[src/rtl/vic_pkg.sv]
package vic_pkg;
   localparam int CTRL_W     = 16;
   localparam int VEC_W      = 8;
   localparam int BIT_PEND   = 8;
   localparam int BIT_EXT_EN = 9;
   localparam int BIT_EDGE   = 10;
   localparam int BIT_NEG    = 11;
   localparam int BIT_INT_EN = 12;
   localparam int BIT_FORCE  = 15;
   localparam int AUX_HALF   = 8;

   typedef logic [CTRL_W-1:0] ctrl_t;
endpackage

[src/rtl/vic_src_slot.sv]
module vic_src_slot
   import vic_pkg::*;
#(
   parameter int IDX    = 0,
   parameter int ADDR_W = 5
) (
   input  logic              clk_i,
   input  logic              rst_ni,
   input  logic              req_i,
   input  logic              wr_i,
   input  logic [ADDR_W-1:0] addr_i,
   input  ctrl_t             wdata_i,
   input  logic              ack_hit_i,
   output ctrl_t             ctrl_o,
   output logic              pend_o
);
   ctrl_t ctrl_q, ctrl_d;
   logic  req_prev_q;
   logic  hit, neg_pol, edge_mode, enabled;
   logic  cond_now, cond_prev, rise, fall, event_on;
   logic  new_en;
   logic  unused_wd15;

   assign unused_wd15 = wdata_i[BIT_FORCE];

   assign hit       = wr_i && (addr_i == ADDR_W'(IDX));
   assign neg_pol   = ctrl_q[BIT_NEG];
   assign edge_mode = ctrl_q[BIT_EDGE];
   assign enabled   = ctrl_q[BIT_EXT_EN] || ctrl_q[BIT_INT_EN];
   assign cond_now  = req_i ^ neg_pol;
   assign cond_prev = req_prev_q ^ neg_pol;
   assign rise      = cond_now && !cond_prev;
   assign fall      = cond_prev && !cond_now;
   assign event_on  = edge_mode ? rise : cond_now;
   assign new_en    = wdata_i[BIT_EXT_EN] || wdata_i[BIT_INT_EN];

   always_comb begin
      ctrl_d = ctrl_q;
      if (hit) begin
         ctrl_d            = wdata_i;
         ctrl_d[BIT_FORCE] = wdata_i[BIT_PEND];
         ctrl_d[BIT_PEND]  = !wdata_i[BIT_PEND] && ctrl_q[BIT_FORCE] && new_en;
      end else if (ack_hit_i) begin
         ctrl_d[BIT_PEND] = 1'b0;
      end else if (event_on && enabled) begin
         ctrl_d[BIT_PEND] = 1'b1;
      end else if (!edge_mode && fall) begin
         ctrl_d[BIT_PEND] = 1'b0;
      end
   end

   always_ff @(posedge clk_i) begin
      if (!rst_ni) begin
         ctrl_q     <= '0;
         req_prev_q <= 1'b0;
      end else begin
         ctrl_q     <= ctrl_d;
         req_prev_q <= req_i;
      end
   end

   assign ctrl_o = ctrl_q;
   assign pend_o = ctrl_q[BIT_PEND];

   AST_GATE_ENABLE: assert property (@(posedge clk_i) disable iff (!rst_ni)
      (!hit && !enabled && !pend_o) |=> !pend_o);
   AST_LEVEL_DROP: assert property (@(posedge clk_i) disable iff (!rst_ni)
      (!hit && !edge_mode && fall) |=> !pend_o);
   AST_EDGE_HOLD: assert property (@(posedge clk_i) disable iff (!rst_ni)
      (!hit && !ack_hit_i && edge_mode && pend_o) |=> pend_o);
   AST_ARM_QUIET: assert property (@(posedge clk_i) disable iff (!rst_ni)
      (hit && wdata_i[BIT_PEND]) |=> (!pend_o && ctrl_q[BIT_FORCE]));
   AST_ACK_CLEARS: assert property (@(posedge clk_i) disable iff (!rst_ni)
      (ack_hit_i && !hit) |=> !pend_o);
endmodule

[src/rtl/vic_prio_enc.sv]
module vic_prio_enc #(
   parameter int NUM = 19,
   localparam int IDX_W = (NUM > 1) ? $clog2(NUM) : 1
) (
   input  logic [NUM-1:0]   pend_i,
   output logic [NUM-1:0]   grant_o,
   output logic [IDX_W-1:0] idx_o,
   output logic             any_o
);
   always_comb begin
      idx_o = '0;
      for (int i = NUM - 1; i >= 0; i--) begin
         if (pend_i[i]) idx_o = IDX_W'(i);
      end
      any_o   = |pend_i;
      grant_o = any_o ? (NUM'(1) << idx_o) : '0;
   end

   always_comb begin
      if (any_o) begin
         AST_GRANT_LOWEST: assert ((pend_i & (grant_o - NUM'(1))) == '0);
         AST_GRANT_ONE: assert ($onehot0(grant_o) && ((grant_o & pend_i) != '0));
      end
   end
endmodule

[src/rtl/vic_aux_regs.sv]
module vic_aux_regs
   import vic_pkg::*;
#(
   parameter int ADDR_W = 5,
   parameter int SLOT   = 19
) (
   input  logic              clk_i,
   input  logic              rst_ni,
   input  logic              wr_i,
   input  logic [ADDR_W-1:0] addr_i,
   input  ctrl_t             wdata_i,
   output ctrl_t             word_o
);
   logic [AUX_HALF-1:0] soft_q, nmi_q;
   logic hit;

   assign hit = wr_i && (addr_i == ADDR_W'(SLOT));

   always_ff @(posedge clk_i) begin
      if (!rst_ni) begin
         soft_q <= '0;
         nmi_q  <= '0;
      end else if (hit) begin
         soft_q <= wdata_i[AUX_HALF-1:0];
         nmi_q  <= wdata_i[CTRL_W-1:AUX_HALF];
      end
   end

   assign word_o = {nmi_q, soft_q};

   AST_AUX_HOLD: assert property (@(posedge clk_i) disable iff (!rst_ni)
      !hit |=> $stable(word_o));
endmodule

[src/rtl/vec_irq_ctrl.sv]
module vec_irq_ctrl
   import vic_pkg::*;
#(
   parameter int NUM_SRC = 19,
   parameter int ADDR_W  = 5
) (
   input  logic                  clk_i,
   input  logic                  rst_ni,
   input  logic [NUM_SRC-1:0]    req_i,
   input  logic                  bus_wr_i,
   input  logic [ADDR_W-1:0]     bus_addr_i,
   input  logic [CTRL_W-1:0]     bus_wdata_i,
   output logic [CTRL_W-1:0]     bus_rdata_o,
   input  logic                  ack_i,
   output logic                  irq_o,
   output logic [VEC_W-1:0]      vector_o
);
   localparam int IDX_W = (NUM_SRC > 1) ? $clog2(NUM_SRC) : 1;
   localparam logic [ADDR_W-1:0] AUX_ADDR = ADDR_W'(NUM_SRC);
   localparam ctrl_t READ_MASK = ~(CTRL_W'(1) << BIT_FORCE);

   if (NUM_SRC < 2) begin : g_bad_count
      $error("vec_irq_ctrl: NUM_SRC must be at least 2");
   end
   if ((2 ** ADDR_W) <= NUM_SRC) begin : g_bad_addr
      $error("vec_irq_ctrl: ADDR_W too narrow for source slots plus auxiliary slot");
   end

   ctrl_t              ctrl [NUM_SRC];
   logic [NUM_SRC-1:0] pend;
   logic [NUM_SRC-1:0] grant;
   logic [IDX_W-1:0]   cur_idx;
   logic               any_pend;
   ctrl_t              aux_word;

   for (genvar i = 0; i < NUM_SRC; i++) begin : g_slot
      vic_src_slot #(
         .IDX    (i),
         .ADDR_W (ADDR_W)
      ) u_slot (
         .clk_i     (clk_i),
         .rst_ni    (rst_ni),
         .req_i     (req_i[i]),
         .wr_i      (bus_wr_i),
         .addr_i    (bus_addr_i),
         .wdata_i   (bus_wdata_i),
         .ack_hit_i (ack_i && grant[i]),
         .ctrl_o    (ctrl[i]),
         .pend_o    (pend[i])
      );
   end

   vic_prio_enc #(
      .NUM (NUM_SRC)
   ) u_prio (
      .pend_i  (pend),
      .grant_o (grant),
      .idx_o   (cur_idx),
      .any_o   (any_pend)
   );

   vic_aux_regs #(
      .ADDR_W (ADDR_W),
      .SLOT   (NUM_SRC)
   ) u_aux (
      .clk_i   (clk_i),
      .rst_ni  (rst_ni),
      .wr_i    (bus_wr_i),
      .addr_i  (bus_addr_i),
      .wdata_i (bus_wdata_i),
      .word_o  (aux_word)
   );

   assign irq_o    = any_pend;
   assign vector_o = any_pend ? ctrl[cur_idx][VEC_W-1:0] : '0;

   always_comb begin
      bus_rdata_o = '0;
      if (bus_addr_i < AUX_ADDR) begin
         bus_rdata_o = ctrl[bus_addr_i] & READ_MASK;
      end else if (bus_addr_i == AUX_ADDR) begin
         bus_rdata_o = aux_word;
      end
   end

   AST_IRQ_FOLLOWS_PEND: assert property (@(posedge clk_i) disable iff (!rst_ni)
      (!bus_wr_i && !ack_i && irq_o && (pend[cur_idx] && ctrl[cur_idx][BIT_EDGE])) |=> irq_o);
   AST_READ_HIDES_FORCE: assert property (@(posedge clk_i) disable iff (!rst_ni)
      (bus_addr_i < AUX_ADDR) |-> !bus_rdata_o[BIT_FORCE]);
endmodule

[config.mk]
export PLATFORM = sky130hd
export DESIGN_NAME = vec_irq_ctrl
export DESIGN_NICKNAME = d
export VERILOG_FILES = /design/src/rtl/vic_pkg.sv /design/src/rtl/vic_src_slot.sv /design/src/rtl/vic_prio_enc.sv /design/src/rtl/vic_aux_regs.sv /design/src/rtl/vec_irq_ctrl.sv
export SDC_FILE = /design/constraint.sdc
export NUM_CORES = 1
export LEC_CHECK = 0
export BUFFER_PORTS_ARGS = -buffer_cell sky130_fd_sc_hd__buf_2
export CORE_ASPECT_RATIO = 0.9
export CORE_MARGIN = 2
export CORE_UTILIZATION = 40
export DETAILED_ROUTE_END_ITERATION = 16
export HOLD_SLACK_MARGIN = 0.05
export PLACE_DENSITY = 0.55
export SLEW_MARGIN = 25
export SYNTH_ARGS = -nofsm -noshare
export SYNTH_HDL_FRONTEND = slang
export SYNTH_SLANG_ARGS = --single-unit
[constraint.sdc]
create_clock -name clk_i -period 7.17 [get_ports clk_i]
set_input_delay 0.717 -clock clk_i [delete_from_list [all_inputs] [get_ports clk_i]]
set_output_delay 0.717 -clock clk_i [all_outputs]
set_load 0.03 [all_outputs]
; Word level (Yosys, flattened, before mapping)
; Index checks and enable logic that the tools add are counted.
[totals]
register_bits = 339
output_inout_bits = 25
wordCells = 498
[op_classes]
magnitude_cmp = 3
eq_ne = 19
n_shift = 1
mux = 124
bitwise_logic = 40
reduce_logical = 252
[ops]
columns = op, n
row1 = binary-select mux 16 bit (select 5 bit), 2
row2 = logical AND 1 bit, 153
row3 = 2-to-1 mux 1 bit, 95
row4 = 2-to-1 mux 5 bit, 19
row5 = nonzero test 4 bit, 19
row6 = zero test 1 bit, 58
row7 = == test 5 x 4 -> 1 bit (second input constant), 8
row8 = bitwise XOR 1 bit, 38
row9 = 2-to-1 mux 16 bit, 2
row10 = 2-to-1 mux 15 bit, 2
row11 = 2-to-1 mux 8 bit, 3
row12 = == test 5 x 3 -> 1 bit (second input constant), 4
row13 = == test 5 bit (second input constant), 4
row14 = logical OR 1 bit, 20
row15 = 2-to-1 mux 19 bit, 1
row16 = OR reduction 19 bit, 1
row17 = << shifter 1 x 5 -> 19 bit (first input constant), 1
row18 = >= comparator 6 bit (second input constant), 2
row19 = inverter 5 -> 6 bit, 2
row20 = == test 5 x 2 -> 1 bit (second input constant), 2
row21 = == test 5 x 1 -> 1 bit (second input constant), 1
row22 = zero test 5 bit, 1
row23 = < comparator 5 bit (second input constant), 1

; Longest topological paths before layout
; Gate-level depths: netlist of the first run.
[logic_depth]
ltp_word = 24
depth_mapped = 10
ltp_nobuf = 7

; Hierarchy
; A second synthesis of the first run with hierarchy kept.
[hier_totals]
hier_cells = 1950
hier_area_um2 = 19012.0
[modules_own_cells]
columns = module, n_inst, cells_each, area_per_inst_um2, seq_area_each_um2
row1 = vic_src_slot at g_slot[10].u_slot ..., 6, 68, 734.5, 340.3
row2 = vec_irq_ctrl, 1, 507, 4056.4, 0.0
row3 = vic_src_slot at g_slot[1].u_slot ..., 4, 68, 742.0, 340.3
row4 = vic_src_slot at g_slot[12].u_slot ..., 2, 67, 706.9, 340.3
row5 = vic_src_slot at g_slot[13].u_slot ..., 2, 68, 704.4, 340.3
row6 = vic_src_slot at g_slot[11].u_slot ..., 2, 68, 699.4, 340.3
row7 = vic_src_slot at g_slot[0].u_slot, 1, 68, 738.2, 340.3
row8 = vic_src_slot at g_slot[16].u_slot, 1, 69, 733.2, 340.3
row9 = vic_src_slot at g_slot[15].u_slot, 1, 68, 719.4, 340.3
row10 = vic_aux_regs, 1, 70, 660.6, 320.3
row11 = vic_prio_enc, 1, 82, 508.0, 0.0

; Least setup slack after synthesis of the first run
; OpenSTA, ideal clock, no wires.
[synth_path]
kind = flip-flop to output port
startpoint = register g_slot[10].u_slot.ctrl_q[8]
endpoint = output vector_o[1]
arrival_time_ps = 3144
required_ps = 6453
slack_ps = 3309
stages_incl_launch_ff = 11
cell_sequence = dfxtp_1 -> nor2b_1 -> or4_1 -> o21a_1 -> buf_6 -> o21ai_4 -> buf_6 -> buf_4 -> nand2_1 -> and3_1 -> a2111oi_1
[synth_between]
elab_chain_len = 16
[synth_lines]
columns = element, line_no
row1 = start: declaration, vic_src_slot.sv:17  ; ctrl_t ctrl_q, ctrl_d;
row2 = start signal: assignment, vic_src_slot.sv:57  ; ctrl_q <= ctrl_d;
row3 = 2-to-1 mux 5 bit (11 in series), vic_prio_enc.sv:13  ; if (pend_i[i]) idx_o = IDX_W'(i);
row4 = inverter 5 -> 6 bit (implied by the code), vec_irq_ctrl.sv:75  ; assign vector_o = any_pend ? ctrl[cur_idx][VEC_W-1:0] : '0;
row5 = binary-select mux 16 bit (select 5 bit), vec_irq_ctrl.sv:75
row6 = 2-to-1 mux 8 bit (implied by the code) (2 in series), vec_irq_ctrl.sv:75
row7 = 2-to-1 mux 8 bit (*), vec_irq_ctrl.sv:75
row8 = end: declaration, vec_irq_ctrl.sv:16  ; output logic [VEC_W-1:0] vector_o
; Every way passes the cells marked *; elsewhere a longest branch is shown, timed or not. The select of a mux whose other input is x is not followed.

; Worst setup path after layout of the first run
[layout_path]
startpoint = register g_slot[10].u_slot.ctrl_q[8]
endpoint = output vector_o[6]
; Same word-level chain as after synthesis.

==> run metrics, run 1 <==
initial antenna violation count 1; Mean Syn Cell Area 8.31 um2; status complete, no violations; crit path from g_slot[10].u_slot.ctrl_o[8]; FFs w/ async S/R, synth 0%; Worst slew margin 25.9%; Post-Syn Instances 2,131; Fmax achieved roughly 190 MHz; DIE HEIGHT 204 um; reg2reg end g_slot[8].u_slot.ctrl_o[8]; Hold Buf Count CTS 0; Worst Setup EP vector_o[6]; leading cell types in the layout, fill and taps excluded 691 x nand2_1, 339 x dfxtp_1, 325 x a21boi_0; DR iter-0 viols approximately 1,800; # IOs just under 70; cts bufs inserted 40; R2R Setup Slk ~3800 ps; Filler Cell Count 4,256; DP Cell Count between 2,000 and 3,000; Layout Nets 2,139; CP max FO 25; RSZ-0062 raised after global routing false; GRT met1 Usage around two fifths; crit share post-route 73.8%; Slew Viols, Final 0; EDFF count, synth 0; Post-CTS Setup Repair Bufs 0; First-pass DRT Iterations 5; Peak VDD IR roughly 150 uV; power density over cell area ~220 mW/mm2; Finished Layout Cells 2,725; post-DP HPWL between 40 and 50 mm; Worst-Margin Slew ~1100 ps; Worst Path Required 6450 ps; #FFs+latches synth ~340; Syn Std Cell Area 0.0177 mm2; critical path class flop to output pin; clock slew at reported path FFs about 60 ps; Syn. warnings 0; vias per cell between 5 and 6; share of layout cells above drive strength 1 between 10 and 15%; Mapped Nets 2,175; effective utilization at floorplan between 40% and 50%; met2 usage about 43%; gr usage total 28.4%; number of global-route vias before repair approximately 15,000; core area between 0.04 and 0.05 mm2; grt total ovfl 0; die area approximately 0.046 mm2; FF-to-FF Start g_slot[7].u_slot.ctrl_o[8]; most common cell after layout, fill and taps aside nand2_1; TritonCTS clock tree built; Final Skew between 6 and 7 ps; FF-to-FF path depth 7; met3 usage 4.60%; vias post-DR 15,900; Leakage 6.63 nW; # rows 73; post-CTS resize count 0; Final Setup Violations 0; startpoint types flop; Root Buffer clkbuf_16; worst-skew pair later-pin latency approximately 550 ps; residual DRC count 0; CTS Sinks between 300 and 400; largest net degree at the start of global routing between 200 and 250; Unique masters post-synth 52; Antenna Nets Post-Route 0; final WL ~66 mm; final number of hold-violating endpoints 0; area delta synth->final 11.8%; Seq/Total Area, Yosys a little under two fifths; IO Port Bufs 68; Tmin final approximately 5300 ps; Max-cap violations 0; prevailing post-synth register cell dfxtp_1; first-pass GRT wire length 97.3 mm; CTS max path bufs 3; die width roughly 230 um; setup_tns 0 ps; GRT Max-Usage Layer met2; Hold/Removal Path Class input port to flop; crit path DAT approximately 4600 ps; gpl congestion 0.961; WL/cell approximately 24 um; kind of end point of the critical path output pin; H-tree depth 2
## flip-flops by register name, indices dropped and copies added, names as in the netlist
signal / flops
u_aux.soft_q: 8
g_slot.u_slot.ctrl_o: 304
g_slot.u_slot.req_prev_q: 19
u_aux.nmi_q: 8
## metrics by stage
| stage | setup WS, ps | power (mW) | utilization [%] | hold slack (ps) | area (um2) |
|---|---|---|---|---|---|
| floorplan | 3310 | 2.19 | - | 439 | 17700 |
| global placement | 2250 | 2.31 | 41.8 | 450 | 18400 |
| detailed placement | 2190 | 2.32 | 42.0 | 455 | 18400 |
| CTS | 1620 | 4.42 | 45.0 | 413 | 19800 |
| global route | 1730 | 4.52 | 45.1 | 439 | 19800 |
| finish | 1880 | 4.40 | 45.1 | 428 | 19800 |
## worst min-delay path by stage
stage | start | end | slack, ps | depth (start not counted)
after floorplan | u_aux.nmi_q[7] | u_aux.nmi_q[7] | 440 | 2
final | bus_wdata_i[15] | u_aux.nmi_q[7] | 430 | 3
after CTS | bus_wdata_i[15] | u_aux.nmi_q[7] | 410 | 3
after global routing | bus_wdata_i[15] | u_aux.nmi_q[7] | 440 | 3
after global placement | u_aux.nmi_q[7] | u_aux.nmi_q[7] | 450 | 2
after detailed placement | u_aux.nmi_q[7] | u_aux.nmi_q[7] | 450 | 2
## final cells by class
class                           count  area, um2  area share (%)
Multi-Input combinational cell   1604      10300            52.0
Tap cell                          600        751            3.79
Antenna cell                        1       2.50          0.0126
Clock buffer                       57       1130            5.68
Timing Repair Buffer               91        568            2.87
Clock inverter                     14        201            1.02
Inverter                           19       71.3           0.360
Sequential cell                   339       6790            34.3
## critical path: stages (launching register included)
cell       delay [ps]
dfxtp_1           500
nor2b_1            80
or4_1             490
o21a_2            430
o21ai_4           740
buf_4             390
mux2i_1           110
a2111oi_0         670
o221a_2           360
buf_2             230
## power by group
group / switching, mW / total (mW) / internal [mW]
sequential: 0.0178 / 1.92 / 1.90
clock: 0.842 / 2.11 / 1.27
combinational: 0.250 / 0.363 / 0.113
total: 1.11 / 4.40 / 3.29
## cell usage after synthesis, drive strengths merged (3+ instances only)
library cell / count / area [um2]
o31ai: 11 / 82.6
nand2: 691 / 2590
or3: 4 / 25.0
xor2: 36 / 315
o22ai: 10 / 62.6
o211ai: 8 / 60.1
o22a: 8 / 70.1
a21oi: 53 / 265
nand3: 39 / 195
and3: 5 / 31.3
nor4: 5 / 31.3
a2111oi: 9 / 87.6
nor2: 90 / 345
nor3: 25 / 125
a211o: 3 / 26.3
inv: 19 / 71.3
nor2b: 8 / 50.1
and2: 23 / 144
a311o: 15 / 150
a32oi: 7 / 61.3
dfxtp: 339 / 6790
clkbuf: 147 / 552
nand4: 6 / 37.5
o32ai: 4 / 35.0
a211oi: 12 / 90.1
o221a: 4 / 45.0
a21boi: 325 / 2440
o21ai: 54 / 282
mux4: 90 / 2030
a311oi: 4 / 35.0
nand2b: 5 / 31.3
o21a: 3 / 22.5
buf: 22 / 115
mux2i: 25 / 250
or4: 7 / 52.6
## logic make-up after synthesis
family	synth area share, %
AOI/OAI and AO/OA	22.0
DFF	38.3
muxes	12.9
and+or+nand+nor	20.9
buffers and inverters	4.17
xor gates and xnor gates	1.78
## metal layers
| layer | vias to the layer above | share of wire [%] |
|---|---|---|
| met5 | - | 0 |
| met4 | 0 | 4.1 |
| met3 | 154 | 8.0 |
| met2 | 699 | 43 |
| met1 | 7697 | 45 |
| li1 | 7343 | - |
(Power assumes the default switching activity.)
==> run 2, diff against run 1 <==
--- a/config.mk
+++ b/config.mk
@@ -11,7 +11,7 @@
 export CORE_UTILIZATION = 40
 export DETAILED_ROUTE_END_ITERATION = 16
 export HOLD_SLACK_MARGIN = 0.05
-export PLACE_DENSITY = 0.55
+export PLACE_DENSITY = 0.57
 export SLEW_MARGIN = 25
 export SYNTH_ARGS = -nofsm -noshare
 export SYNTH_HDL_FRONTEND = slang
==> constraint.sdc (replaced) <==
create_clock -name clk_i -period 4.47 [get_ports clk_i]
set_input_delay 0.447 -clock clk_i [delete_from_list [all_inputs] [get_ports clk_i]]
set_output_delay 0.447 -clock clk_i [all_outputs]
set_load 0.03 [all_outputs]
==> run 2 against run 1 <==
Compared with the run above: via count is 1.9% higher; power is 54% higher; final area is 0.75% higher; worst setup slack worse by 1700 ps; sequential share of layout area is 0.25 points lower; clock power is 46% higher; non-clock buffer count is 35 higher; clock skew is 14 ps higher; critical path type unchanged; critical endpoint is now vector_o[0].
==> run metrics, run 2 (synthesis results as in run 1) <==
critical path class flop to output pin; CP max FO 18 (-28%); DR iter-0 viols 1,792 (+0.67%); initial antenna violation count 2 (+1); power share of the combinational group 8.9% (+0.6 points); WL/cell 23.6 um (-1.8%); Slew Viols, Final 0 (unchanged); IO Port Bufs 68 (unchanged); Filler Cell Count 4,247 (-0.21%); Hold Buf Count CTS 0 (unchanged); H-tree depth 2 (unchanged); startpoint types flop; Tmin final about 4300 ps; crit path DAT 3890 ps (-680 ps); vias post-DR 16,200 (+1.9%); RSZ-0062 raised after global routing false; Hold/Removal Path Class input port to flop; Slowest cell on crit path nor2_4; cell family with most CP delay simple AND/OR/NAND/NOR gates; Clk pwr share 45.7% (-2.4 points); Worst-Margin Slew 1140 ps (+35.0 ps); Psw 1.73 mW (+56%); First-pass DRT Iterations 8 (+3); CTS Sinks 339 (unchanged); grt total ovfl 0 (unchanged); status complete, no violations; share of layout cells above drive strength 1 13.8% (+1.3 points); Antenna Cells 0 (-1); area delta synth->final 12.6%; final number of hold-violating endpoints 0 (unchanged); Final Skew 20.6 ps (+13.7 ps); worst-skew pair later-pin latency 550 ps (about the same); leading cell types in the layout, fill and taps excluded 691 x nand2_1, 339 x dfxtp_1, 325 x a21boi_0; residual DRC count 0 (unchanged); vias per cell 5.88 (+0.83%); post-DP HPWL 44.7 mm (+2.9%); Root Buffer clkbuf_16; TritonCTS clock tree built; most common cell after layout, fill and taps aside nand2_1; CTS max path bufs 3 (unchanged); number of global-route vias before repair 15,600 (+4.2%); core area 0.0439 mm2 (unchanged); clock slew at reported path FFs 60 ps (about the same); Leakage 6.76 nW (+2.0%); # IOs 69 (unchanged); met2 usage 43.9% (+1.3 points); P_int 5.04 mW (+53%); Buf/Inv on CP 3 (+1); effective utilization at floorplan 40.3% (unchanged); Worst slew margin 23.6% (-2.3 points); Layout Nets 2,171 (+1.5%); final WL 65.1 mm (-0.70%); GRT met1 Usage 39.6% (-1.2 points); Sw Share 25.6% (+0.32 points); met3 usage 4.77% (+0.17 points); Most common cell on crit path buf_4; kind of end point of the critical path output pin; crit share post-route approximately 97%; cts bufs inserted 37 (-7.5%); Antenna Nets Post-Route 0 (unchanged); largest net degree at the start of global routing 186 (-11%); Max-cap violations 0 (unchanged); WHS 149 ps (-279 ps); first-pass GRT wire length 98.2 mm (+0.93%); Largest register FFs 304 (unchanged); Final Setup Violations 0 (unchanged); Fmax achieved approximately 230 MHz; sequential power share 45.5% (+1.8 points); slowest stage delay, CP 520 ps (-220 ps); die area 0.0460 mm2 (unchanged); DIE HEIGHT 204 um (unchanged); Peak VDD IR 247 uV (+68%); Core Util, Final 45.4% (+0.34 points); Worst Path Required 4020 ps (-2430 ps); # rows 73 (unchanged); crit-path cells nor2b_1 -> or4_1 -> o21a_1 -> nor2_4 -> buf_4 -> a211oi_1 -> a2111oi_0 -> buf_4 -> o221a_2 -> buf_2; gr usage total 28.2% (-0.14 points); GRT Max-Usage Layer met2; setup_tns 0 ps (unchanged); power density over cell area 339 mW/mm2 (+53%); die width 226 um (unchanged); gpl congestion 0.946 (-1.5%)
==> run 2: final cells by class <==
| cell class | instances | area, um2 | area share (%) |
|---|---|---|---|
| inverter | 19 | 71.3 | 0.357 |
| timing repair buffer | 126 | 855 | 4.28 |
| tap | 600 | 751 | 3.76 |
| sequential | 339 | 6790 | 34.0 |
| clock inverter | 10 | 78.8 | 0.395 |
| clock buffer | 57 | 1120 | 5.63 |
| multi-input combinational | 1604 | 10300 | 51.6 |
==> run 2: stage by stage <==
stage	instances	total power, mW	instance area (um2)	worst slack, ps
after global routing	2755	6.99	20000	36.5
after floorplan	2131	3.51	17700	879
final	2755	6.77	20000	137
after CTS	2749	6.79	19900	9.32
after detailed placement	2682	3.73	18700	562
after global placement	2682	3.72	18700	648
==> run 2: final timing paths <==
path                                      from                           end  slack [ps]  cells past startpoint
setup reg to reg    g_slot[7].u_slot.ctrl_o[8]    g_slot[8].u_slot.ctrl_o[8]        1540                      8
hold / removal                 bus_wdata_i[15]                u_aux.nmi_q[7]         150                      3
setup / recovery   g_slot[10].u_slot.ctrl_o[8]                   vector_o[0]         140                     10
hold reg to reg   g_slot[12].u_slot.ctrl_o[14]  g_slot[12].u_slot.ctrl_o[14]         460                      2
==> run 2: timing repair <==
item / in CTS / in global routing
resized for setup: 0 / 5
setup endpoints to repair: 0 / 8
setup buffers: 0 / 4
==> run 2: routing by layer <==
layer | part of all wire, % | wire, um
met1 | 44 | 28500
met2 | 44 | 28900
met3 | 8.3 | 5410
met4 | 3.4 | 2250
met5 | 0.023 | 15
==> run 2: worst reg2reg max path: stages, from the launching register on <==
cell and delay [ps]:
dfxtp_1 430, inv_1 60, a2111oi_1 520, o21a_1 360, buf_4 350, o21a_2 410
nor2_1 190, a311o_1 390, a21boi_0 160
==> run 2: power by group through the flow <==
stage                     sequential [mW]  clock, mW  combinational, mW
after CTS                            3.08       3.13              0.582
after global placement               3.15          0              0.575
final                                3.08       3.09              0.600
after global routing                 3.08       3.27              0.629
after detailed placement             3.15          0              0.580
after floorplan                      3.14          0              0.373
==> run 3, diff against run 2 <==
--- a/config.mk
+++ b/config.mk
@@ -11,7 +11,7 @@
 export CORE_UTILIZATION = 40
 export DETAILED_ROUTE_END_ITERATION = 16
 export HOLD_SLACK_MARGIN = 0.05
-export PLACE_DENSITY = 0.57
+export PLACE_DENSITY = 0.55
 export SLEW_MARGIN = 25
 export SYNTH_ARGS = -nofsm -noshare
 export SYNTH_HDL_FRONTEND = slang
==> constraint.sdc (replaced) <==
create_clock -name clk_i -period 5.31 [get_ports clk_i]
set_input_delay 0.531 -clock clk_i [delete_from_list [all_inputs] [get_ports clk_i]]
set_output_delay 0.531 -clock clk_i [all_outputs]
set_load 0.03 [all_outputs]
==> run 3 against run 2 <==
Compared with the run above: clock skew down 5.4 ps; worst hold slack better by 66 ps; utilization down 0.57 points; die area unchanged; count of clock-buffer cells in the layout down 3; power down 17%; final area down 1.3%; first-iteration DRC count up 23%; sequential power down 16%; sequential cell count unchanged; highest routed layer unchanged.
==> run metrics, run 3 (synthesis results as in run 1) <==
Peak VDD IR 233 uV (-5.6%); cell family with most CP delay compound AO/OA/AOI/OAI gates; Filler Cell Count 4,321 (+1.7%); slowest stage delay, CP 810 ps (+290 ps); post-DP HPWL 43.6 mm (-2.4%); Slew Viols, Final 0 (unchanged); Antenna Nets Post-Route 0 (unchanged); Root Buffer clkbuf_16; startpoint types flop; Tmin final 4920 ps; Largest register FFs 304 (unchanged); TritonCTS clock tree built; cts bufs inserted 38 (+2.7%); Psw 1.46 mW (-15%); Post-CTS Setup Repair Bufs 0 (unchanged); Max-cap violations 0 (unchanged); Fmax achieved between 200 and 250 MHz; RSZ-0062 raised after global routing false; area of the multi-input gates 0.0103 mm2 (about the same); CTS max path bufs 3 (unchanged); grt total ovfl 0 (unchanged); status complete, no violations; Leakage 6.58 nW (-2.6%); die width 226 um (unchanged); Clk pwr share 45.4% (-0.3 points); Layout Nets 2,142 (-1.3%); FF+latch area 0.00679 mm2 (unchanged); share of layout cells above drive strength 1 12.5% (-1.3 points); sequential power share 45.9% (+0.4 points); Hold Buf Count CTS 0 (unchanged); H-tree depth 2 (unchanged); die area 0.0460 mm2 (unchanged); DR iter-0 viols 2,199 (+23%); setup_tns 0 ps (unchanged); kind of end point of the critical path output pin; area delta synth->final 11.2%; leading cell types in the layout, fill and taps excluded 690 x nand2_1, 339 x dfxtp_1, 325 x a21boi_0; final number of hold-violating endpoints 0 (unchanged); initial antenna violation count 2 (unchanged); P_int 4.18 mW (-17%); most common cell after layout, fill and taps aside nand2_1; clock slew at reported path FFs 60 ps (about the same); WHS 216 ps (+66.3 ps); CP max FO 27 (+9); final WL 65.8 mm (+1.0%); Slowest cell on crit path o21ai_4; effective utilization at floorplan 40.3% (unchanged); Worst slew margin 25.7% (+2.1 points); vias post-DR 16,000 (-1.0%); crit path DAT 4390 ps (+500 ps); Sw Share 25.9% (+0.39 points); DIE HEIGHT 204 um (unchanged); crit-path cells nor2b_1 -> or4_1 -> o21a_1 -> o21ai_4 -> buf_4 -> mux2i_1 -> a211o_1 -> a2111oi_1 -> buf_2; Final Skew 15.3 ps (-5.38 ps); IO Port Bufs 68 (unchanged); power density over cell area 286 mW/mm2 (-16%); WL/cell 24.2 um (+2.3%); CTS Sinks 339 (unchanged); Hold/Removal Path Class input port to flop; # IOs 69 (unchanged); power share of the combinational group 8.7% (-0.2 points); core area 0.0439 mm2 (unchanged); Worst Path Required 4780 ps (+760 ps); largest net degree at the start of global routing 171 (-8.1%); Antenna Cells 0 (unchanged); critical path class flop to output pin; number of global-route vias before repair 15,000 (-4.1%); post-CTS resize count 0 (unchanged); worst-skew pair later-pin latency 580 ps (+30 ps); Buf/Inv on CP 2 (-1); # rows 73 (unchanged); gpl congestion 0.960 (+1.5%); residual DRC count 0 (unchanged); gr usage total 28.4% (+0.20 points); First-pass DRT Iterations 6 (-2); Final Setup Violations 0 (unchanged); first-pass GRT wire length 97.3 mm (-0.96%); vias per cell 5.89 (+0.23%); Worst-Margin Slew 1110 ps (-32.0 ps); crit share post-route between 90% and 100%
run 3: changes by cell type in the layout (fill, tap and decap cells not counted), sizes merged:
cell	previous run	this run
buf	125	95
clkbuf	58	55
inv	20	19
run 3: final cells by class:
type | instances | share of cell area (%)
Multi-Input combinational cell | 1604 | 52.3
Sequential cell | 339 | 34.4
Clock buffer | 54 | 5.44
Tap cell | 600 | 3.81
Timing Repair Buffer | 96 | 3.21
Clock inverter | 9 | 0.470
Inverter | 19 | 0.362
run 3: per-layer routing:
layer	GRT usage [%]	part of all wire (%)
met5	0	0.014
met4	10.7	3.4
met3	4.54	8.6
met2	44.0	45
met1	39.9	43
run 3: worst paths after layout:
check / startpoint / depth (start not counted) / to / slack, ps
hold / removal: req_i[13] / 2 / g_slot[13].u_slot.req_prev_q / 220
setup reg to reg: g_slot[7].u_slot.ctrl_o[8] / 9 / g_slot[8].u_slot.ctrl_o[8] / 1900
hold reg to reg: g_slot[18].u_slot.ctrl_o[13] / 2 / g_slot[18].u_slot.ctrl_o[13] / 460
setup / recovery: g_slot[10].u_slot.ctrl_o[8] / 9 / vector_o[1] / 390
run 3: through the flow:
stage	worst slack, ps	area (um2)	utilization, %	power (mW)	instances
finish	394	19700	44.9	5.65	2721
global route	204	19700	44.9	5.80	2721
CTS	416	19700	44.8	5.67	2720
detailed placement	1050	18500	42.2	3.13	2657
global placement	1050	18500	42.0	3.12	2654
floorplan	1630	17700	-	2.96	2131
run 3: power by group through the flow:
| stage | Sequential, mW | Clock, mW | Combinational, mW |
|---|---|---|---|
| after floorplan | 2.64 | 0 | 0.314 |
| after global placement | 2.65 | 0 | 0.474 |
| after detailed placement | 2.65 | 0 | 0.479 |
| after CTS | 2.59 | 2.60 | 0.480 |
| after global routing | 2.60 | 2.69 | 0.515 |
| final | 2.59 | 2.56 | 0.489 |
